[src/rtl/can_glue_pkg.sv]
package can_glue_pkg;

  typedef enum logic [1:0] {
    WIN_BRIDGE = 2'd0,
    WIN_CAN    = 2'd1,
    WIN_BOARD  = 2'd2,
    WIN_NONE   = 2'd3
  } win_e;

  typedef enum logic [1:0] {
    SZ_BYTE = 2'd0,
    SZ_HALF = 2'd1,
    SZ_WORD = 2'd2,
    SZ_RSVD = 2'd3
  } size_e;

  typedef struct packed {
    logic        valid;
    win_e        win;
    logic        we;
    size_e       size;
    logic [31:0] wdata;
  } acc_t;

endpackage

[src/rtl/cgl_irq_csr.sv]
module cgl_irq_csr
  import can_glue_pkg::*;
#(
  parameter int unsigned ADDR_W   = 7,
  parameter int unsigned CSR_OFF  = 'h38,
  parameter int unsigned EN_BIT   = 13,
  parameter int unsigned PEND_BIT = 23
) (
  input  logic              clk,
  input  logic              rst,
  input  logic              sel,
  input  logic              we,
  input  logic [ADDR_W-1:0] addr,
  input  size_e             size,
  input  logic [31:0]       wdata,
  input  logic              can_irq,
  output logic [31:0]       rdata,
  output logic              err,
  output logic              host_irq
);

  logic [31:0] csr_q;
  logic        pend_q;
  logic        host_irq_q;
  logic        fmt_ok, hit, wr, en_next;
  logic [31:0] view;

  assign fmt_ok  = (size == SZ_WORD) && (addr[1:0] == 2'b00);
  assign err     = sel && !fmt_ok;
  assign hit     = sel && fmt_ok && (addr == CSR_OFF[ADDR_W-1:0]);
  assign wr      = hit && we;
  assign en_next = wr ? wdata[EN_BIT] : csr_q[EN_BIT];

  always_ff @(posedge clk) begin
    if (rst) begin
      csr_q      <= '0;
      pend_q     <= 1'b0;
      host_irq_q <= 1'b0;
    end else begin
      if (wr) csr_q <= wdata;
      pend_q     <= can_irq;
      host_irq_q <= can_irq && en_next;
    end
  end

  always_comb begin
    view           = csr_q;
    view[PEND_BIT] = pend_q;
  end

  assign rdata    = (hit && !we) ? view : '0;
  assign host_irq = host_irq_q;

  // a live request with the enable held raises the line after one edge
  a_r6_raise: assert property (@(posedge clk) disable iff (rst)
    (can_irq && csr_q[EN_BIT] && !wr) |=> host_irq);

  // a dropped request lowers the line after one edge
  a_r7_drop: assert property (@(posedge clk) disable iff (rst)
    !can_irq |=> !host_irq);

  // enabling while a request waits raises the line at once
  a_r8_late_enable: assert property (@(posedge clk) disable iff (rst)
    (wr && wdata[EN_BIT] && can_irq) |=> host_irq);

  // disabling lowers the line on the next edge
  a_r9_disable: assert property (@(posedge clk) disable iff (rst)
    (wr && !wdata[EN_BIT]) |=> !host_irq);

endmodule

[src/rtl/cgl_can_port.sv]
module cgl_can_port
  import can_glue_pkg::*;
#(
  parameter int unsigned ADDR_W   = 7,
  parameter int unsigned CAN_SPAN = 32,
  parameter int unsigned CAN_AW   = 5
) (
  input  logic              sel,
  input  logic              we,
  input  logic [ADDR_W-1:0] addr,
  input  size_e             size,
  input  logic [7:0]        wdata,
  output logic [31:0]       rdata,
  output logic              err,
  output logic              can_cs,
  output logic              can_we,
  output logic [CAN_AW-1:0] can_addr,
  output logic [7:0]        can_wdata,
  input  logic [7:0]        can_rdata
);

  logic fmt_ok, in_span, hit;

  assign fmt_ok    = (size == SZ_BYTE);
  assign in_span   = (32'(addr) < CAN_SPAN);
  assign err       = sel && !fmt_ok;
  assign hit       = sel && fmt_ok && in_span;

  assign can_cs    = hit;
  assign can_we    = hit && we;
  assign can_addr  = addr[CAN_AW-1:0];
  assign can_wdata = wdata;
  assign rdata     = (hit && !we) ? {24'b0, can_rdata} : '0;

endmodule

[src/rtl/cgl_board_regs.sv]
module cgl_board_regs
  import can_glue_pkg::*;
#(
  parameter int unsigned ADDR_W     = 7,
  parameter int unsigned BOARD_SPAN = 8,
  parameter int unsigned VER_OFF    = 7,
  parameter logic [3:0]  VERSION    = 4'hD
) (
  input  logic              sel,
  input  logic              we,
  input  logic [ADDR_W-1:0] addr,
  input  size_e             size,
  output logic [31:0]       rdata,
  output logic              err
);

  logic bad;

  assign bad   = (size != SZ_BYTE) || (32'(addr) >= BOARD_SPAN);
  assign err   = sel && bad;
  assign rdata = (sel && !bad && !we && (32'(addr) == VER_OFF))
                 ? {24'b0, VERSION, 4'b0000} : '0;

endmodule

[src/rtl/can_irq_glue.sv]
module can_irq_glue
  import can_glue_pkg::*;
#(
  parameter int unsigned ADDR_W     = 7,
  parameter int unsigned CAN_SPAN   = 32,
  parameter int unsigned CAN_AW     = $clog2(CAN_SPAN),
  parameter int unsigned BOARD_SPAN = 8,
  parameter int unsigned VER_OFF    = 7,
  parameter logic [3:0]  VERSION    = 4'hD,
  parameter int unsigned CSR_OFF    = 'h38,
  parameter int unsigned EN_BIT     = 13,
  parameter int unsigned PEND_BIT   = 23,
  parameter int unsigned RST_PULSE  = 16
) (
  input  logic              clk,
  input  logic              rst,
  input  logic              req_valid,
  input  logic [1:0]        req_win,
  input  logic              req_we,
  input  logic [ADDR_W-1:0] req_addr,
  input  logic [1:0]        req_size,
  input  logic [31:0]       req_wdata,
  output logic              rsp_valid,
  output logic [31:0]       rsp_rdata,
  output logic              rsp_err,
  input  logic              can_irq,
  output logic              host_irq,
  output logic              can_rst,
  output logic              can_cs,
  output logic              can_we,
  output logic [CAN_AW-1:0] can_addr,
  output logic [7:0]        can_wdata,
  input  logic [7:0]        can_rdata
);

  localparam int unsigned RST_CW = $clog2(RST_PULSE + 1);

  // stage 1: registered request
  acc_t              s1;
  logic [ADDR_W-1:0] s1_addr;

  always_ff @(posedge clk) begin
    if (rst) begin
      s1      <= '0;
      s1_addr <= '0;
    end else begin
      s1.valid <= req_valid;
      s1.win   <= win_e'(req_win);
      s1.we    <= req_we;
      s1.size  <= size_e'(req_size);
      s1.wdata <= req_wdata;
      s1_addr  <= req_addr;
    end
  end

  logic        sel_br, sel_can, sel_bd, sel_none;
  logic [31:0] rd_br, rd_can, rd_bd;
  logic        er_br, er_can, er_bd;

  assign sel_br   = s1.valid && (s1.win == WIN_BRIDGE);
  assign sel_can  = s1.valid && (s1.win == WIN_CAN);
  assign sel_bd   = s1.valid && (s1.win == WIN_BOARD);
  assign sel_none = s1.valid && (s1.win == WIN_NONE);

  cgl_irq_csr #(
    .ADDR_W(ADDR_W), .CSR_OFF(CSR_OFF), .EN_BIT(EN_BIT), .PEND_BIT(PEND_BIT)
  ) u_csr (
    .clk(clk), .rst(rst), .sel(sel_br), .we(s1.we), .addr(s1_addr),
    .size(s1.size), .wdata(s1.wdata), .can_irq(can_irq),
    .rdata(rd_br), .err(er_br), .host_irq(host_irq)
  );

  cgl_can_port #(
    .ADDR_W(ADDR_W), .CAN_SPAN(CAN_SPAN), .CAN_AW(CAN_AW)
  ) u_can (
    .sel(sel_can), .we(s1.we), .addr(s1_addr), .size(s1.size),
    .wdata(s1.wdata[7:0]), .rdata(rd_can), .err(er_can),
    .can_cs(can_cs), .can_we(can_we), .can_addr(can_addr),
    .can_wdata(can_wdata), .can_rdata(can_rdata)
  );

  cgl_board_regs #(
    .ADDR_W(ADDR_W), .BOARD_SPAN(BOARD_SPAN), .VER_OFF(VER_OFF), .VERSION(VERSION)
  ) u_board (
    .sel(sel_bd), .we(s1.we), .addr(s1_addr), .size(s1.size),
    .rdata(rd_bd), .err(er_bd)
  );

  // stage 2: registered response
  logic        rsp_valid_q, rsp_err_q;
  logic [31:0] rsp_rdata_q;

  always_ff @(posedge clk) begin
    if (rst) begin
      rsp_valid_q <= 1'b0;
      rsp_err_q   <= 1'b0;
      rsp_rdata_q <= '0;
    end else begin
      rsp_valid_q <= s1.valid;
      rsp_err_q   <= er_br || er_can || er_bd || sel_none;
      rsp_rdata_q <= rd_br | rd_can | rd_bd;
    end
  end

  assign rsp_valid = rsp_valid_q;
  assign rsp_err   = rsp_err_q;
  assign rsp_rdata = rsp_rdata_q;

  // controller reset pulse
  logic [RST_CW-1:0] rst_cnt;
  logic              can_rst_q;

  always_ff @(posedge clk) begin
    if (rst) begin
      rst_cnt   <= RST_CW'(RST_PULSE);
      can_rst_q <= 1'b1;
    end else if (rst_cnt != '0) begin
      rst_cnt   <= rst_cnt - 1'b1;
      can_rst_q <= (rst_cnt > RST_CW'(1));
    end else begin
      can_rst_q <= 1'b0;
    end
  end

  assign can_rst = can_rst_q;

  // once released, the controller reset never comes back
  a_r1_pulse_once: assert property (@(posedge clk) disable iff (rst)
    !can_rst |=> !can_rst);

  // every request answers two cycles later, and nothing else does
  a_r2_latency: assert property (@(posedge clk) disable iff (rst)
    req_valid |=> ##1 rsp_valid);
  a_r2_no_spurious: assert property (@(posedge clk) disable iff (rst)
    !req_valid |=> ##1 !rsp_valid);

  // an in-span byte access strobes the controller at its offset
  a_r10_strobe: assert property (@(posedge clk) disable iff (rst)
    (req_valid && req_win == WIN_CAN && req_size == SZ_BYTE &&
     32'(req_addr) < CAN_SPAN)
    |=> (can_cs && can_addr == $past(req_addr[CAN_AW-1:0])));

  // offsets past the span never reach the controller
  a_r11_no_alias: assert property (@(posedge clk) disable iff (rst)
    (req_valid && req_win == WIN_CAN && 32'(req_addr) >= CAN_SPAN) |=> !can_cs);

  // the unused window errors with zero data
  a_r13_bad_window: assert property (@(posedge clk) disable iff (rst)
    (req_valid && req_win == WIN_NONE) |=> ##1 (rsp_err && rsp_rdata == '0));

endmodule

[config.mk]
export PLATFORM = sky130hd
export DESIGN_NAME = can_irq_glue
export DESIGN_NICKNAME = d
export VERILOG_FILES = /design/src/rtl/can_glue_pkg.sv /design/src/rtl/cgl_irq_csr.sv /design/src/rtl/cgl_can_port.sv /design/src/rtl/cgl_board_regs.sv /design/src/rtl/can_irq_glue.sv
export SDC_FILE = /design/constraint.sdc
export NUM_CORES = 1
export LEC_CHECK = 0
export ABC_AREA = 1
export BUFFER_PORTS_ARGS = -buffer_cell sky130_fd_sc_hd__buf_2
export CORE_AREA = 2 2 147 149
export DETAILED_ROUTE_END_ITERATION = 6
export DIE_AREA = 0 0 149 151
export PLACE_DENSITY = 0.43
export SYNTH_ARGS = -nofsm -noshare
export SYNTH_HDL_FRONTEND = slang
export SYNTH_HIERARCHICAL = 1
export SYNTH_SLANG_ARGS = --single-unit
[constraint.sdc]
create_clock -name clk -period 1.8 [get_ports clk]
set_input_delay 0.09 -clock clk [delete_from_list [all_inputs] [get_ports clk]]
set_output_delay 0.09 -clock clk [all_outputs]
set_load 0.03 [all_outputs]
==> metrics.txt <==
total track usage=11.03%; PortBufs=105; per-cell routed wire length=10.72 um; vias in the first global route=3806; Ports=107; final cycle utilization of the critical path=89.68%; Post-Syn Area=5094 sq um; Worst Path Arrival=1.52 ns; CTS clk-pin slew, worst paths=0.06 ns; Via Count=4004; die extent in y=151 um; CTS tree=done; P&R area growth vs syn=32.57%; Final Max Tran Viols=0; RSZ-0062 raised after global routing=false; P_leak=3.217 nW; Iteration-0 DRC Markers=115; HPWL after DPL=7941 um; routability cong.=0.7276; Final Hold Violating Endpoints=0; First-pass DRT Iterations=4; total gr overflow=0; # rows=53; Setup-failing EPs final=0; final WL=12030 um; clk_lat worst skew=0.42 ns; setup bufs post-CTS=0; Layout Nets=893; Final Critical Period=1.614 ns; PD cells=1102 nW/um^2; CP startpoint kind=register; vias per cell=3.569; CTS root buf=clkbuf_16; layout cells sized above 1=19.83%; CTS Buf Count=17; # diodes=0; antenna violations before repair=0; Longest Clk Path Bufs=2; CP max FO=4; final setup TNS=0 ns; die area=22500 sq um; Hold Slack=0.01637 ns; Synth warnings=6; Mean Syn Cell Area=7.318 sq um; Critical Path Sink Type=primary output; CTS Sinks=117; Max Cap Viol=0; Worst Path Required=1.71 ns; crit path kind=reg -> out; H-tree Lvls=4; pin count of the biggest net entering global routing=33; VDD IR max=0.6025 mV; Post-DRT Antenna Nets=0; DIE WIDTH=149 um; status=finished clean; starting utilization of the core area=24.46%; Fmax=0.6195 GHz; global-route wire length before repair=18990 um; # DRC=0; post-layout util=32.43%; Core ar.=20820 sq um; Clock Skews=0.009180 ns; cells after synthesis=696; fillers=2306; Hold Path Class=in -> reg
==> per-stage QoR <==
stage	std cells	power [mW]	instance area [sq um]	setup WS, ns
floorplan	747	3.566	5285	0.3627
global placement	1044	3.693	5613	0.1437
detailed placement	1044	3.697	5613	0.1373
CTS	1121	7.560	6711	0.08985
global route	1122	7.808	6753	0.04442
finish	1122	7.440	6753	0.1857
==> registers in the layout, indices dropped and copies added, names as in the netlist <==
register        cells
rsp_err             1
u_csr/host_irq      1
rst_cnt             5
s1                 37
u_csr/csr_q        31
s1_addr             7
rsp_valid           1
can_rst             1
rsp_rdata          32
u_csr/pend_q        1
==> path summary, 6_finish.rpt <==
| path | end | slack, ns | cells past startpoint | start |
|---|---|---|---|---|
| worst max-delay path | can_we | 0.19 | 5 | s1[35] |
| worst min-delay path | rsp_rdata[16] | 0.02 | 2 | rst |
| worst max register to register | rsp_rdata[24] | 0.22 | 10 | s1[36] |
| worst min register to register | u_csr/csr_q[25] | 0.48 | 2 | u_csr/csr_q[25] |
==> metal layers <==
| metal | GRT usage [%] | wire length (um) |
|---|---|---|
| met4 | 4.286 | 159 |
| met1 | 15.38 | 6415 |
| met5 | 0 | 0 |
| met2 | 15.76 | 4869 |
| met3 | 3.464 | 589 |
==> cell usage in the layout, fill, tap and decap left out, drive strengths merged, types with 3 or more instances in the layout <==
cell / n
nor2: 203
nand2: 50
conb: 53
ha: 3
bufinv: 5
nand3: 11
clkinvlp: 3
dfxtp: 117
nand4: 34
inv: 139
clkbuf: 20
a21oi: 3
dlygate4sd3: 45
nor3: 34
clkinv: 5
buf: 118
==> where the power goes <==
part	leakage [nW]	internal, mW	switching (mW)
logic	1.94	0.342	0.537
registers	0.967	2.75	0.0804
clock network	0.309	2.49	1.25
total	3.22	5.58	1.86
==> area by class of cell <==
type                       count  area [sq um]  area share (%)
inverter                     139         521.8           7.727
timing repair buffer         164          1136           16.82
tap                          275         344.1           5.095
clock inverter                13         205.2           3.039
clock buffer                  19         442.9           6.559
multi-input combinational    395          1759           26.05
sequential                   117          2344           34.70
==> repair_timing <==
item,4_1_cts,5_1_grt
endpoints found under the hold margin,46,0
hold buffers,45,0
resized for setup,0,4
setup endpoints to repair,0,5
==> critical path, cell delays in order (launching register included) <==
cell and delay (ns):
dfxtp_1 0.38, nand2_1 0.08, nor2_2 0.17, nand3_1 0.14, nor2_1 0.12, buf_2 0.21
Power figures use the tool's default switching activity.
